--- config.mk ---
export PLATFORM = sky130hd
export DESIGN_NAME = rtc_bcd_clock
export DESIGN_NICKNAME = d
export VERILOG_FILES = /design/src/rtl/rtc_pkg.sv /design/src/rtl/rtc_bcd_step.sv /design/src/rtl/rtc_month_days.sv /design/src/rtl/rtc_time_chain.sv /design/src/rtl/rtc_bcd_clock.sv
export SDC_FILE = /design/constraint.sdc
export NUM_CORES = 2
export LEC_CHECK = 0
export ABC_AREA = 0
export BUFFER_PORTS_ARGS = -buffer_cell sky130_fd_sc_hd__buf_2
export CORE_MARGIN = 2
export CORE_UTILIZATION = 29
export CTS_CLUSTER_DIAMETER = 200
export CTS_CLUSTER_SIZE = 16
export DETAILED_ROUTE_END_ITERATION = 16
export PLACE_DENSITY_LB_ADDON = 0.08
export SLEW_MARGIN = 20
export SYNTH_ARGS = -nofsm -noshare
export SYNTH_HDL_FRONTEND = slang
export SYNTH_SLANG_ARGS = --single-unit
export TNS_END_PERCENT = 100
--- constraint.sdc ---
create_clock -name clk -period 8.74 [get_ports clk]
set_clock_uncertainty 0.05 [all_clocks]
set_input_delay 0.437 -clock clk [delete_from_list [all_inputs] [get_ports clk]]
set_output_delay 0.437 -clock clk [all_outputs]
set_load 0.005 [all_outputs]
--- src/rtl/rtc_pkg.sv ---
// Package rtc_pkg
// Shared constants for the BCD clock: field numbering, register addresses,
// control/status bit positions and the per-field counting limits.
// Assumes 8-bit BCD fields and a 7-bit register pointer.
package rtc_pkg;
    localparam int RTC_DATA_W = 8;
    localparam int RTC_ADDR_W = 7;
    localparam int NUM_FIELDS = 7;

    localparam int F_SEC  = 0;
    localparam int F_MIN  = 1;
    localparam int F_HOUR = 2;
    localparam int F_DOW  = 3;
    localparam int F_DOM  = 4;
    localparam int F_MON  = 5;
    localparam int F_YEAR = 6;

    localparam logic [6:0] ADR_CTRL = 7'h0B;
    localparam logic [6:0] ADR_STAT = 7'h0C;

    localparam int UIE_BIT = 4;
    localparam int UF_BIT  = 4;
    localparam logic [7:0] CTRL_RESET = 8'h02;

    // Register address of each time field.
    function automatic logic [6:0] field_addr(input int f);
        case (f)
            F_SEC:   return 7'h00;
            F_MIN:   return 7'h02;
            F_HOUR:  return 7'h04;
            F_DOW:   return 7'h06;
            F_DOM:   return 7'h07;
            F_MON:   return 7'h08;
            default: return 7'h09;
        endcase
    endfunction

    // Value a field wraps to (and resets to).
    function automatic logic [7:0] field_lo(input int f);
        case (f)
            F_DOW, F_DOM, F_MON: return 8'h01;
            default:             return 8'h00;
        endcase
    endfunction

    // Fixed top value of a field; the date's top is computed at run time.
    function automatic logic [7:0] field_hi(input int f);
        case (f)
            F_SEC, F_MIN: return 8'h59;
            F_HOUR:       return 8'h23;
            F_DOW:        return 8'h07;
            F_DOM:        return 8'h31;
            F_MON:        return 8'h12;
            default:      return 8'h99;
        endcase
    endfunction

    // Field whose carry enables this one.
    function automatic int field_parent(input int f);
        case (f)
            F_MIN:   return F_SEC;
            F_HOUR:  return F_MIN;
            F_DOW:   return F_HOUR;
            F_DOM:   return F_HOUR;
            F_MON:   return F_DOM;
            F_YEAR:  return F_MON;
            default: return F_SEC;
        endcase
    endfunction
endpackage

--- src/rtl/rtc_bcd_step.sv ---
// Module rtc_bcd_step
// Combinational next value of one two-digit BCD field. When enabled, a value
// at or above the top value wraps to the low value; otherwise the field
// increments with a decimal carry between digits. Values above the top
// also wrap, so a bad software write recovers on the next step.
module rtc_bcd_step #(
    parameter int W = 8
) (
    input  logic [W-1:0] cur,
    input  logic [W-1:0] lo,
    input  logic [W-1:0] hi,
    input  logic         en,
    output logic [W-1:0] nxt
);
    localparam int D = W / 2;

    // Select hold, wrap, tens increment or ones increment.
    always_comb begin
        if (!en) begin
            nxt = cur;
        end else if (cur >= hi) begin
            nxt = lo;
        end else if (cur[D-1:0] >= D'(9)) begin
            nxt = {cur[W-1:D] + 1'b1, {D{1'b0}}};
        end else begin
            nxt = {cur[W-1:D], cur[D-1:0] + 1'b1};
        end
    end
endmodule

--- src/rtl/rtc_month_days.sv ---
// Module rtc_month_days
// Gives the BCD number of the last day of a month. It needs only the
// low bit of the year's tens digit and the low two bits of its ones
// digit, because (10*T + O) mod 4 equals (2*T[0] + O[1:0]) mod 4.
module rtc_month_days #(
    parameter int W = 8
) (
    input  logic [W-1:0] mon_bcd,
    input  logic         yr_tens_lsb,
    input  logic [1:0]   yr_ones_lo,
    output logic [W-1:0] last_day
);
    logic [1:0] yr_mod4;
    logic       leap;

    // Leap test on the BCD year without converting it to binary.
    always_comb begin
        yr_mod4 = {yr_tens_lsb, 1'b0} + yr_ones_lo;
        leap    = (yr_mod4 == 2'd0);
    end

    // Month length lookup.
    always_comb begin
        case (mon_bcd)
            W'(8'h02):                                  last_day = leap ? W'(8'h29) : W'(8'h28);
            W'(8'h04), W'(8'h06), W'(8'h09), W'(8'h11): last_day = W'(8'h30);
            default:                                    last_day = W'(8'h31);
        endcase
    end
endmodule

--- src/rtl/rtc_time_chain.sv ---
// Module rtc_time_chain
// Holds the seven BCD time fields and advances them on a tick through a
// cascaded carry chain: sec -> min -> hour -> (weekday, date) -> month -> year.
// A write strobe for a field overrides that field's step. Assumes the caller
// removes the tick in any cycle that writes a field.
module rtc_time_chain
    import rtc_pkg::*;
#(
    parameter int W  = RTC_DATA_W,
    parameter int NF = NUM_FIELDS
) (
    input  logic                 clk,
    input  logic                 rst_n,
    input  logic                 tick,
    input  logic [NF-1:0]        wr_en,
    input  logic [W-1:0]         wr_data,
    output logic [NF-1:0][W-1:0] fields
);
    logic [NF-1:0]        en;
    logic [NF-2:0]        carry;
    logic [NF-1:0][W-1:0] nxt;
    logic [W-1:0]         dom_last;

    rtc_month_days #(.W(W)) u_days (
        .mon_bcd     (fields[F_MON]),
        .yr_tens_lsb (fields[F_YEAR][4]),
        .yr_ones_lo  (fields[F_YEAR][1:0]),
        .last_day    (dom_last)
    );

    for (genvar i = 0; i < NF; i++) begin : g_field
        localparam logic [W-1:0] LO     = W'(field_lo(i));
        localparam logic [W-1:0] HI_FIX = W'(field_hi(i));
        localparam int           PARENT = field_parent(i);
        logic [W-1:0] hi_i;

        if (i == F_DOM) begin : g_hi_dyn
            assign hi_i = dom_last;
        end else begin : g_hi_fix
            assign hi_i = HI_FIX;
        end

        if (i == 0) begin : g_en_tick
            assign en[i] = tick;
        end else begin : g_en_carry
            assign en[i] = carry[PARENT];
        end

        if (i < NF - 1) begin : g_carry
            assign carry[i] = en[i] && (fields[i] >= hi_i);
        end

        rtc_bcd_step #(.W(W)) u_step (
            .cur (fields[i]),
            .lo  (LO),
            .hi  (hi_i),
            .en  (en[i]),
            .nxt (nxt[i])
        );

        // Field register: reset, software write, or chain step.
        always_ff @(posedge clk) begin
            if (!rst_n) begin
                fields[i] <= LO;
            end else if (wr_en[i]) begin
                fields[i] <= wr_data;
            end else begin
                fields[i] <= nxt[i];
            end
        end
    end
endmodule

--- src/rtl/rtc_bcd_clock.sv ---
// Module rtc_bcd_clock (top)
// Index/data register file around the BCD time chain. The index port sets
// the pointer and the NMI mask level. The data port reaches the time fields,
// control, status (clear on read, write ignored) and plain byte storage.
// A tick that collides with a time-field write is dropped.
// Assumes DATA_W = ADDR_W + 1, so the mask bit sits above the address.
module rtc_bcd_clock
    import rtc_pkg::*;
#(
    parameter int ADDR_W = RTC_ADDR_W,
    parameter int DATA_W = RTC_DATA_W
) (
    input  logic              clk,
    input  logic              rst_n,
    input  logic              idx_we,
    input  logic              data_we,
    input  logic              data_re,
    input  logic [DATA_W-1:0] wdata,
    input  logic              tick_1hz,
    output logic [DATA_W-1:0] rdata,
    output logic              nmi_mask,
    output logic              upd_irq
);
    localparam int DEPTH = 1 << ADDR_W;
    localparam int NF    = NUM_FIELDS;

    logic [ADDR_W-1:0]         idx_q;
    logic [DATA_W-1:0]         ctrl_q;
    logic [DATA_W-1:0]         stat_q;
    logic [DATA_W-1:0]         store_q [DEPTH];
    logic [NF-1:0]             is_field;
    logic [NF-1:0][DATA_W-1:0] time_fields;
    logic                      any_field, is_ctrl, is_stat, is_store;
    logic                      tick_ok, upd_set;

    for (genvar f = 0; f < NF; f++) begin : g_dec
        assign is_field[f] = (idx_q == ADDR_W'(field_addr(f)));
    end

    assign any_field = |is_field;
    assign is_ctrl   = (idx_q == ADDR_W'(ADR_CTRL));
    assign is_stat   = (idx_q == ADDR_W'(ADR_STAT));
    assign is_store  = !any_field && !is_ctrl && !is_stat;
    assign tick_ok   = tick_1hz && !(data_we && any_field);
    assign upd_set   = tick_ok && ctrl_q[UIE_BIT];

    rtc_time_chain #(.W(DATA_W), .NF(NF)) u_chain (
        .clk     (clk),
        .rst_n   (rst_n),
        .tick    (tick_ok),
        .wr_en   (data_we ? is_field : '0),
        .wr_data (wdata),
        .fields  (time_fields)
    );

    // Index port: pointer and NMI mask level.
    always_ff @(posedge clk) begin
        if (!rst_n) begin
            idx_q    <= '0;
            nmi_mask <= 1'b0;
        end else if (idx_we) begin
            idx_q    <= wdata[ADDR_W-1:0];
            nmi_mask <= wdata[DATA_W-1];
        end
    end

    // Control byte: fully writable, 24-hour select set at reset.
    always_ff @(posedge clk) begin
        if (!rst_n) begin
            ctrl_q <= DATA_W'(CTRL_RESET);
        end else if (data_we && is_ctrl) begin
            ctrl_q <= wdata;
        end
    end

    // Status byte: cleared by a read, update flag set by a tick (set wins).
    always_ff @(posedge clk) begin
        if (!rst_n) begin
            stat_q <= '0;
        end else begin
            stat_q <= ((data_re && is_stat) ? '0 : stat_q)
                    | (upd_set ? (DATA_W'(1) << UF_BIT) : '0);
        end
    end

    // Update interrupt pulse, one cycle after the accepted tick.
    always_ff @(posedge clk) begin
        if (!rst_n) begin
            upd_irq <= 1'b0;
        end else begin
            upd_irq <= upd_set;
        end
    end

    // General byte storage for every non-special address.
    always_ff @(posedge clk) begin
        if (!rst_n) begin
            for (int a = 0; a < DEPTH; a++) begin
                store_q[a] <= '0;
            end
        end else if (data_we && is_store) begin
            store_q[idx_q] <= wdata;
        end
    end

    // Read multiplexer for the current pointer.
    always_comb begin
        rdata = store_q[idx_q];
        if (is_ctrl) rdata = ctrl_q;
        if (is_stat) rdata = stat_q;
        for (int f = 0; f < NF; f++) begin
            if (is_field[f]) rdata = time_fields[f];
        end
    end
endmodule

==> run metrics <==
adder-cell share of the synthesized area 1.01%; Worst R2R Path Depth 7; Reg2Reg Setup Slack 4.40 ns; Post-CTS Repair Setup Buffers 0; Critical Path AT 5.26 ns; mux cell area share after synthesis 12.7%; post-layout util 32.5%; max-slew violations 0; cell repeated most along the worst path or4b_1; initial core utilization around 29%; Compound-Gate Fraction of Synth Area between 5 and 6%; drt wl/cell 30.0 µm; Clock transition at path regs around 0.080 ns; Ys Warns 0; largest family of logic cells by synthesized area simple AND/OR/NAND/NOR gates; syn_area_per_cell 13.0 µm²; total power 10.8 mW; CTS root buf clkbuf_16; Worst slew margin 18.7%; worst setup path end rdata[6]; CTS resizes 0; Slew @ Worst Pin 1.22 ns; Power Density 191 nW/µm²; endpoints failing setup 0; Post-route DRC 0; Critical Path Stages 8; Placed Instance Area 54,300 µm²; total track usage 21.1%; DRT antenna net count 0; I/O pin total 24; largest net degree at the start of global routing 114; die boundary width between 400 and 500 µm; worst r2r dst store_q[120][6]; synthesized cell area 50,600 µm²; xor and xnor area share after synthesis 0.0346%; count leader, synth edfxtp_1; Nets 4,012; Final TNS setup 0 ns; top cell type by total area after synthesis edfxtp_1; library cells used by synthesis 81; Hold-fix buffers, CTS 1; fin area 56,500 µm²; final critical-path required period 5.74 ns; Worst R2R Start idx_q[6]; fmax 0.174 GHz; number of max-cap violations 0; Seq/Total Area, Yosys 64.0%; cts bufs inserted 79; RD Place Congestion approximately 0.84; Yosys top cell area share 60.8%; Hold Fails Final Rpt 0; DP HPWL 122 mm; vias in the first global route ~33,000; Crit path largest cell delay 0.83 ns; vias 32,800; 1st-pass router iterations 5; total congestion overflow 0; startpoint types flop; Rows 153; RSZ-0062 raised after global routing no; # H-tree levels 3; CP endpoint kind output pin; simple logic cell fraction of the synthesized area 13.5%; ys async rst share 0%; fin crit share 65.7%; WL final 189 mm; top cells by area, synth edfxtp_1 (61%), mux4_2 (11%), nor2_1 (7.2%), dfxtp_1 (3.2%), nand2_1 (2.0%); layout cell share with drive strength beyond 1 14.9%; Post-synth EDFFs 1,024; number of synthesized register bits approximately 1,100; WP buf/inv 1; delay-heaviest family, CP simple AND/OR/NAND/NOR gates; Leakage Power 18.1 nW; CP Class reg2out; Max stage delay cell, worst path dfxtp_1; vias per inst 5.20; Worst EP required 8.25 ns; VDD IR max 0.133 mV; Synth top cells by count edfxtp_1 (1,024), nor2_1 (969), nand2_1 (273); Fillers 17,300; WHS Path Cells 2; Clock Sinks 1,105; critical-path cell list or4_1 -> nor2_1 -> o21ai_1 -> or4b_1 -> nor3b_1 -> or4b_1 -> o21ai_0 -> buf_2; Core Area 174,000 µm²; cell count after synthesis 3,880; outcome completed; clock latency on the worst-skew pair a little over 0.7 ns; Most used DFF post-synth edfxtp_1; TritonCTS clock tree built; Die Y-Extent 422 µm; Tightest Hold Check Type in2reg; crit-path max FO 18; HP Start rst_n; starting DRC count in detailed routing 3,161; Die Area approximately 180,000 µm²; area delta synth->final 11.6%; initial antenna violation count 10; PortBufs 23; crit path launch idx_q[6]; first-pass GRT wire length 269 mm; maximum clock insertion buffer count 3
[layer usage]
layer / up-vias / routed length, µm / track usage [%]
li1: 14400 / - / -
met5: - / 42 / 0
met1: 17400 / 87600 / 30.5
met2: 885 / 89500 / 33.9
met3: 173 / 8160 / 2.50
met4: 8 / 4200 / 4.61
[power breakdown]
part | total [mW] | switching (mW) | leakage (nW) | internal [mW]
combinational | 1.05 | 0.711 | 5.91 | 0.342
clock | 3.68 | 1.99 | 1.06 | 1.69
sequential | 6.04 | 0.0974 | 11.1 | 5.94
[cells by family (layout without fill, tap and decap cells)]
family,Yosys count,count (layout)
simple gates,1595,1595
flops,1105,1105
compound gates,466,466
buf+inv,336,371
mux,334,334
fa+ha+maj,41,41
xor+xnor,2,2
other cells,1,74
[flip-flops by register name, summed over array words and instances (netlist names), named ones only]
name and cells:
store_q 1024, u_chain.fields 56, ctrl_q 8, idx_q 7, nmi_mask 1, stat_q 1
upd_irq 1
[worst reg2reg max path: stages, from the launching register on]
cell	delay, ns
dfxtp_1	0.83
nor4_4	0.11
buf_4	0.26
nor3_1	0.71
nand3_2	0.48
buf_4	0.48
o21ai_0	0.85
buf_4	0.29
[worst min-delay path by stage]
stage / to
final: u_chain.fields[24]
after detailed placement: ctrl_q[2]
after global routing: u_chain.fields[24]
after global placement: ctrl_q[0]
after CTS: u_chain.fields[24]
after floorplan: ctrl_q[2]
[area by class of cell]
| cell class | instances | area, µm² | area share [%] |
|---|---|---|---|
| diodes | 2 | 5.00 | 0.00886 |
| well taps | 2325 | 2910 | 5.15 |
| multi-input cells | 2510 | 17100 | 30.3 |
| repair buffers | 214 | 1700 | 3.01 |
| clock inverters | 7 | 98.8 | 0.175 |
| inverters | 47 | 176 | 0.312 |
| clock buffers | 103 | 2090 | 3.70 |
| flip-flops and latches | 1105 | 32400 | 57.4 |
[per-stage QoR]
step	worst slack, ns	hold slack (ns)	instances
2_1_floorplan	5.44	0.381	3951
3_3_place_gp	3.54	0.394	6199
3_5_place_dp	3.70	0.393	6200
4_1_cts	2.90	0.0979	6311
5_1_grt	2.86	0.136	6311
6_report	3.00	0.128	6313
[placed cells by master, fill, tap and decap left out, types with 55 or more instances in the layout]
cell,netlist,routed
o21ai_0,188,184
dfxtp_1,81,76
nand3_1,57,55
and2_1,123,123
buf_4,19,181
edfxtp_1,1024,1024
clkbuf_16,0,80
nand2_1,273,270
a21oi_1,72,72
nor2_1,969,969
mux4_2,245,245
conb_1,1,72
mux2i_1,76,76
No activity file was read; power rests on OpenSTA's default activity.
